**src/rtl/kwd_pkg.sv**
```systemverilog
package kwd_pkg;
    typedef enum logic [1:0] {
        ST_IDLE,
        ST_ARMED,
        ST_GRACE,
        ST_TRIPPED
    } wd_state_e;
endpackage

```
**src/rtl/kwd_keycheck.sv**
```systemverilog
// Decides whether a control write is taken: always when unlocked,
// otherwise only with the inverted stored key; never once tripped.
module kwd_keycheck #(
    parameter int KEY_W = 7
) (
    input  logic             wr_en,
    input  logic             locked,
    input  logic             tripped,
    input  logic [KEY_W-1:0] new_key,
    input  logic [KEY_W-1:0] old_key,
    output logic             accept
);
    logic key_ok;

    always_comb begin
        key_ok = (new_key == ~old_key);
        accept = wr_en && !tripped && (!locked || key_ok);
    end
endmodule

```
**src/rtl/kwd_counter.sv**
```systemverilog
// Loadable down-counter; flags when the next decrement reaches zero.
module kwd_counter #(
    parameter int CW = 9
) (
    input  logic          clk,
    input  logic          rst_n,
    input  logic          load,
    input  logic [CW-1:0] load_val,
    input  logic          dec,
    output logic          last
);
    logic [CW-1:0] cnt_q;

    always_ff @(posedge clk) begin
        if (!rst_n) begin
            cnt_q <= '0;
        end else if (load) begin
            cnt_q <= load_val;
        end else if (dec && cnt_q != '0) begin
            cnt_q <= cnt_q - CW'(1);
        end
    end

    always_comb last = (cnt_q == CW'(1));
endmodule

```
**src/rtl/kwd_fsm.sv**
```systemverilog
// Expiry controller: idle, armed, grace, tripped.
module kwd_fsm
    import kwd_pkg::*;
#(
    parameter int CNT_W = 8,
    parameter int CW    = CNT_W + 1,
    parameter int GRACE = 10
) (
    input  logic             clk,
    input  logic             rst_n,
    input  logic             accept,
    input  logic             run_cmd,
    input  logic [CNT_W-1:0] cnt_field,
    input  logic             tick,
    input  logic             last,
    output logic             load,
    output logic [CW-1:0]    load_val,
    output logic             dec,
    output logic             nmi,
    output logic             reset_req
);
    wd_state_e state_q, state_d;
    logic      running;
    logic      expire;

    always_ff @(posedge clk) begin
        if (!rst_n) state_q <= ST_IDLE;
        else        state_q <= state_d;
    end

    always_comb begin
        running = (state_q == ST_ARMED) || (state_q == ST_GRACE);
        expire  = running && tick && last && !accept;
        state_d = state_q;
        unique case (state_q)
            ST_IDLE: begin
                if (accept && run_cmd) state_d = ST_ARMED;
            end
            ST_ARMED: begin
                if (accept)      state_d = run_cmd ? ST_ARMED : ST_IDLE;
                else if (expire) state_d = ST_GRACE;
            end
            ST_GRACE: begin
                if (accept)      state_d = run_cmd ? ST_ARMED : ST_IDLE;
                else if (expire) state_d = ST_TRIPPED;
            end
            ST_TRIPPED: begin
                state_d = ST_TRIPPED;
            end
        endcase
    end

    always_comb begin
        dec  = running && tick && !accept;
        load = accept || (expire && state_q == ST_ARMED);
        if (accept) begin
            load_val = (cnt_field == '0) ? (CW'(1) << CNT_W) : CW'(cnt_field);
        end else begin
            load_val = CW'(GRACE);
        end
        nmi       = (state_q == ST_GRACE) || (state_q == ST_TRIPPED);
        reset_req = (state_q == ST_TRIPPED);
    end
endmodule

```
**src/rtl/keyed_watchdog.sv**
```systemverilog
module keyed_watchdog #(
    parameter int DATA_W = 32,
    parameter int CNT_W  = 8,
    parameter int KEY_W  = 7,
    parameter int GRACE  = 10
) (
    input  logic              clk,
    input  logic              rst_n,
    input  logic              wr_en,
    input  logic [DATA_W-1:0] wr_data,
    input  logic              tick,
    output logic [DATA_W-1:0] ctrl_word,
    output logic              nmi,
    output logic              reset_req
);
    localparam int RUN_BIT = CNT_W;
    localparam int KEY_LO  = CNT_W + 1;
    localparam int KEY_HI  = KEY_LO + KEY_W - 1;
    localparam int CW      = CNT_W + 1;

    logic [DATA_W-1:0] ctrl_q;
    logic              accept;
    logic              load;
    logic [CW-1:0]     load_val;
    logic              dec;
    logic              last;

    kwd_keycheck #(.KEY_W(KEY_W)) u_key (
        .wr_en   (wr_en),
        .locked  (ctrl_q[RUN_BIT]),
        .tripped (reset_req),
        .new_key (wr_data[KEY_HI:KEY_LO]),
        .old_key (ctrl_q[KEY_HI:KEY_LO]),
        .accept  (accept)
    );

    always_ff @(posedge clk) begin
        if (!rst_n)      ctrl_q <= '0;
        else if (accept) ctrl_q <= wr_data;
    end

    kwd_fsm #(.CNT_W(CNT_W), .CW(CW), .GRACE(GRACE)) u_fsm (
        .clk       (clk),
        .rst_n     (rst_n),
        .accept    (accept),
        .run_cmd   (wr_data[RUN_BIT]),
        .cnt_field (wr_data[CNT_W-1:0]),
        .tick      (tick),
        .last      (last),
        .load      (load),
        .load_val  (load_val),
        .dec       (dec),
        .nmi       (nmi),
        .reset_req (reset_req)
    );

    kwd_counter #(.CW(CW)) u_cnt (
        .clk      (clk),
        .rst_n    (rst_n),
        .load     (load),
        .load_val (load_val),
        .dec      (dec),
        .last     (last)
    );

    assign ctrl_word = ctrl_q;
endmodule

```
**config.mk**
```make
export PLATFORM = sky130hd
export DESIGN_NAME = keyed_watchdog
export DESIGN_NICKNAME = d
export VERILOG_FILES = /design/src/rtl/kwd_pkg.sv /design/src/rtl/kwd_keycheck.sv /design/src/rtl/kwd_counter.sv /design/src/rtl/kwd_fsm.sv /design/src/rtl/keyed_watchdog.sv
export SDC_FILE = /design/constraint.sdc
export NUM_CORES = 1
export LEC_CHECK = 0
export CORE_UTILIZATION = 45
export DETAILED_ROUTE_END_ITERATION = 6
export PLACE_DENSITY = 0.77
export SLEW_MARGIN = 5
export SYNTH_ARGS = -nofsm -noshare
export SYNTH_HDL_FRONTEND = slang
export SYNTH_SLANG_ARGS = --single-unit
```
**constraint.sdc**
```tcl
create_clock -name clk -period 2.4 [get_ports clk]
set_input_delay 0.48 -clock clk [delete_from_list [all_inputs] [get_ports clk]]
set_output_delay 0.48 -clock clk [all_outputs]
set_load 0.05 [all_outputs]
```
# After elaboration in Yosys (flattened, before gate mapping)
# Cells that the tools add are included.
# totals
register_bits	43
inputBits	36
elab_cells	45
# op_classes
add_sub_neg	1
eq_ne	8
mux	11
n_bitwise	1
n_reduce_logical	21
# op_table
op	n
$mux W9	4
$mux W2	5
$eq A9 B1 Y1 const B	1
$logic_and A1 B1 Y1	9
$reduce_bool A9 Y1	1
$sub A9 B1 Y9 const B	1
$logic_not A8 Y1	1
$pmux W2 S4	1
$eq A7 B7 Y1	1
$not A7 Y7	1
$ne A3 B1 Y1 const B	2
$eq A2 B2 Y1 const B	2
$logic_or A1 B1 Y1	4
$logic_not A1 Y1	3
$reduce_and A3 Y1	1
$eq A2 B1 Y1 const B	1
$logic_not A2 Y1	1
$ne A2 B1 Y1 const B	1
$reduce_bool A2 Y1	1
$mux W1	1

# Depth between registers and ports, before layout
# depth
depth_word	9
ltp_mapped	8

# Hierarchy
# Synthesis repeated with hierarchy kept, for this count alone.
# hier_totals
cells_unflattened	215
hier_area_um2	2238.4
# modules_own_cells
module	instances	cells_each	area_each_um2
keyed_watchdog	1	103	1243.7
kwd_counter	1	65	594.3
kwd_fsm	1	36	311.5
kwd_keycheck	1	11	88.8

# Worst setup path before layout
# No wires, ideal clock.
# synth_path
path_kind	register to register
startpoint	register u_fsm.state_q[0]
endpoint	register u_cnt.cnt_q[6]
setup_ns	0.086
t_arrival_ns	2.040
slack_ns	0.274
stages_incl_launch_ff	8
period_less_slack_ns	2.126
path_cell_list	dfxtp_1 -> ha_1 -> nand2b_1 -> nor2_1 -> a31oi_2 -> nand2_1 -> a41o_1 -> a221oi_2
# synth_between
elab_chain_cells	9
word_cells_on_any_way	18
classes_between	eq/ne (3); mux (2); reduce/logical (13)
# synth_rtl
item	line_no	rtl
from (decl)	kwd_fsm.sv:22	wd_state_e state_q, state_d;
from (signal assigned)	kwd_fsm.sv:28	else state_q <= state_d;
$eq A2 B2 Y1 (*)	kwd_fsm.sv:62	reset_req = (state_q == ST_TRIPPED);
net reset_req	keyed_watchdog.sv:14	output logic reset_req
$logic_not A1 Y1 (*)	kwd_keycheck.sv:17	accept = wr_en && !tripped && (!locked || key_ok);
$logic_and A1 B1 Y1 (*) (2 in series)	kwd_keycheck.sv:17	
$logic_not A1 Y1	kwd_fsm.sv:33, kwd_fsm.sv:54	
$logic_and A1 B1 Y1	kwd_fsm.sv:33	expire = running && tick && last && !accept;
$logic_and A1 B1 Y1	kwd_fsm.sv:55	load = accept || (expire && state_q == ST_ARMED);
$logic_or A1 B1 Y1	kwd_fsm.sv:55	
$mux W9 or $reduce_bool A2 Y1 (tied branches)	n/a	
to (signal assigned)	kwd_counter.sv:18	cnt_q <= load_val;
to (signal assigned)	kwd_counter.sv:20	cnt_q <= cnt_q - CW'(1);
to (decl)	kwd_counter.sv:12	logic [CW-1:0] cnt_q;
# The timed path passes the listed nets; every way through them passes the cells marked *.
# A chain may end at the register's enable or synchronous reset.

# Worst setup path in the final report
# layout_path
startpoint	register u_fsm.state_q[1]
endpoint	output port reset_req
# layout_between
elab_chain_cells	1
# layout_rtl
item	line_no
$eq A2 B2 Y1	kwd_fsm.sv:62
to (decl)	keyed_watchdog.sv:14
# No other way between the ends.

==> metrics.md <==
| Metric | Value |
|---|---|
| Status | finished, final reports clean |
| Initial antenna violation count | 0 |
| Final setup vio count | 0 |
| CP Cell Sequence | ha_1 > clkdlybuf4s50_1 |
| Core Util, Final | 0.679 |
| Total grt overflow | 0 |
| Detailed Route WL | roughly 5400 um |
| Final WS setup | between 0.1 and 0.15 ns |
| GP Congestion | between 0.8 and 0.9 |
| Setup crit end kind | output port |
| CP max stage cell | clkdlybuf4s50_1 |
| Full die area | slightly below 0.005 mm2 |
| Critical Path Fanout Max | 6 |
| Tmin final | around 2.3 ns |
| RSZ-0062 raised after global routing | no |
| Final hold viol count | 0 |
| Skew final | roughly 0.0062 ns |
| Synth Register Bits | 43 |
| Fmax | 437 MHz |
| Placed insts | approximately 380 |
| Die X | approximately 70 um |
| Antenna fix cells | 0 |
| Largest area contributor in the netlist | dfxtp_1 |
| Per-cell routed wire length | around 14 um |
| HPWL reported at the end of detailed placement | roughly 3800 um |
| Worst-path clk slew | approximately 0.08 ns |
| Drt drc | 0 |
| CTS Buffer Depth | 2 |
| Area delta synth->final | 44.2% |
| Initial drt markers | around 140 |
| Post-synth cell types | 48 |
| Number of buffers created by CTS | 5 |
| Vias in the first global route | roughly 2,000 |
| Post-CTS setup buffers | 0 |
| Pre-CTS WS | -0.00802 ns |
| Layout Nets | between 300 and 400 |
| Commonest cells after routing, fill and taps aside | nand2_1, clkdlybuf4s50_1, dfxtp_1 |
| ANT nets after route | 0 |
| Via count | approximately 2,100 |
| Syn Inst Count | approximately 260 |
| Prevailing post-synth register cell | dfxtp_1 |
| # fillers | 374 |
| Critical path's top delay family | buffers and inverters |
| Synth top area share | 0.417 |
| CP required | roughly 1.9 ns |
| CP Class | flip-flop to output port |
| Post-DP Area | approximately 0.0028 mm2 |
| H-tree Lvls | 2 |
| Compound-gate portion of the synthesized area | 0.209 |
| Die H | 69.7 um |
| Row cnt | 24 |
| Yosys Warn Count | 0 |
| CTS Sinks | 43 |
| Max_cap viols | 0 |
| CTS tree | built |
| Largest family of logic cells by synthesized area | simple AND/OR/NAND/NOR gates |
| Clk_lat worst skew | roughly 0.30 ns |
| Post-synthesis cell area | roughly 0.0021 mm2 |
| # IOs | 70 |
| Crit share post-route | 0.954 |
| Sequential fraction of the synthesis area | 0.417 |
| CORE AREA | 0.00438 mm2 |
| Post-route cell area | around 0.0030 mm2 |
| Starting Density | 0.471 |
| Worst-margin pin slew | between 0.5 and 0.6 ns |
| Non-Filler Instances | ~390 |
| Fraction of layout cells with a size suffix above 1 | 0.0868 |
| CP peak stage delay | roughly 0.84 ns |
| Critical Path AT | between 1.5 and 2 ns |
| Adder-Cell Fraction of Synth Area | 0.0424 |
| XOR/XNOR share of the synthesized area | 0.0424 |
| Largest net degree at the start of global routing | 23 |
| Asr flop ratio synth | 0 |
| Hold Crit Class | flip-flop to flip-flop |
| Vias/cell | between 5 and 6 |
| CTS Root Cell | clkbuf_8 |
| Crit path launch type | flip-flop |
| Gr usage total | 0.234 |
| First-pass GRT wire length | roughly 9000 um |
| Rel. slew slack | 0.641 |
| Number of enable flip-flop cells after synthesis | 0 |
| Max IR drop VDD | around 0.00043 V |
| Syn Area/Cell | around 8.0 um2 |
| R2R Setup Slk | 0.19 ns |
| Syn Nets | approximately 300 |
| Pwr/cell area | 661 mW/mm2 |
| Leakage power | 1.16 nW |
| Pre-antenna DRT Iters | 4 |
| I/O Buffers | just under 70 |
| Top cells by area, synth | dfxtp_1, nand2_1, a21oi_1 |
| Commonest non-fill, non-tap cell in the layout | nand2_1 |
| Slew Viols, Final | 0 |
| Post-Synth Simple-Gate Area | 0.239 |
| WP buf/inv | 1 |
| Mux share of post-synthesis cell area | 0 |
state kept, by name, indices dropped and copies added, names as in the netlist:
name and count:
u_fsm.state_q 2, ctrl_word 32, u_cnt.cnt_q 9
per-layer routing:
layer	track usage	vias to the layer above	routed length (um)
li1	-	1027	-
met5	0	-	0
met3	0.0698	17	330
met1	0.297	945	2450
met4	0.102	0	127
met2	0.368	81	2510
layout make-up:
class,count,area [um2],share of cell area
Clock buffer,6,72.6,0.0244
Sequential cell,43,861,0.289
Timing Repair Buffer,80,772,0.259
Tap cell,52,65.1,0.0219
Multi-Input combinational cell,195,1110,0.375
Clock inverter,2,60.1,0.0202
Inverter,8,30.0,0.0101
power breakdown:
part           internal (mW)  switching (mW)
clock network          0.416           0.249
logic                  0.206           0.295
registers              0.761          0.0403
total                   1.38           0.585
metrics by stage:
step / power [mW] / hold WS, ns / setup TNS [ns]
after global routing: 2.06 / 0.481 / 0
after floorplan: 1.13 / 0.474 / 0
after detailed placement: 1.31 / 0.446 / -0.0171
after global placement: 1.31 / 0.442 / 0
after CTS: 1.98 / 0.457 / 0
final: 1.97 / 0.456 / 0
kinds of logic after synthesis:
logic type	after synthesis
adders and majority gates	7
xor gates and xnor gates	10
and+or+nand+nor	111
DFF	43
buffers and inverters	20
AOI/OAI and AO/OA	67
cells in the mapped netlist (2+ instances only):
| cell type | instances |
|---|---|
| o211a_1 | 2 |
| buf_6 | 2 |
| nand2_1 | 71 |
| dfxtp_1 | 43 |
| buf_2 | 4 |
| a21oi_1 | 39 |
| clkbuf_1 | 4 |
| and3_1 | 2 |
| o21ai_0 | 5 |
| nor4_1 | 3 |
| ha_1 | 7 |
| nor2_1 | 16 |
| o21ai_1 | 2 |
| inv_1 | 7 |
| a31oi_1 | 2 |
| or2_2 | 2 |
| and2_1 | 2 |
| nor3_1 | 6 |
| xnor2_1 | 9 |
| buf_4 | 2 |
worst register-to-register path, stage by stage (launching register included):
cell	delay, ns
dfxtp_1	0.40
inv_1	0.11
ha_1	0.36
nor4bb_2	0.33
and4_1	0.29
nand2_1	0.11
nand2_1	0.24
o21ai_0	0.12
and2_1	0.16
path summary, 6_finish.rpt:
check	endpoint	cells past startpoint	startpoint
worst min register to register	ctrl_word[25]	2	ctrl_word[25]
worst min-delay path	ctrl_word[25]	2	ctrl_word[25]
worst max register to register	u_cnt.cnt_q[0]	8	u_fsm.state_q[1]
worst max-delay path	reset_req	2	u_fsm.state_q[1]
what timing repair did:
item / 4_1_cts / 5_1_grt
endpoints found under the setup margin: 1 / 2
hold buffers: 0 / 0
resized for setup: 1 / 1
pin swaps: 0 / 0
(Power assumes the default switching activity.)
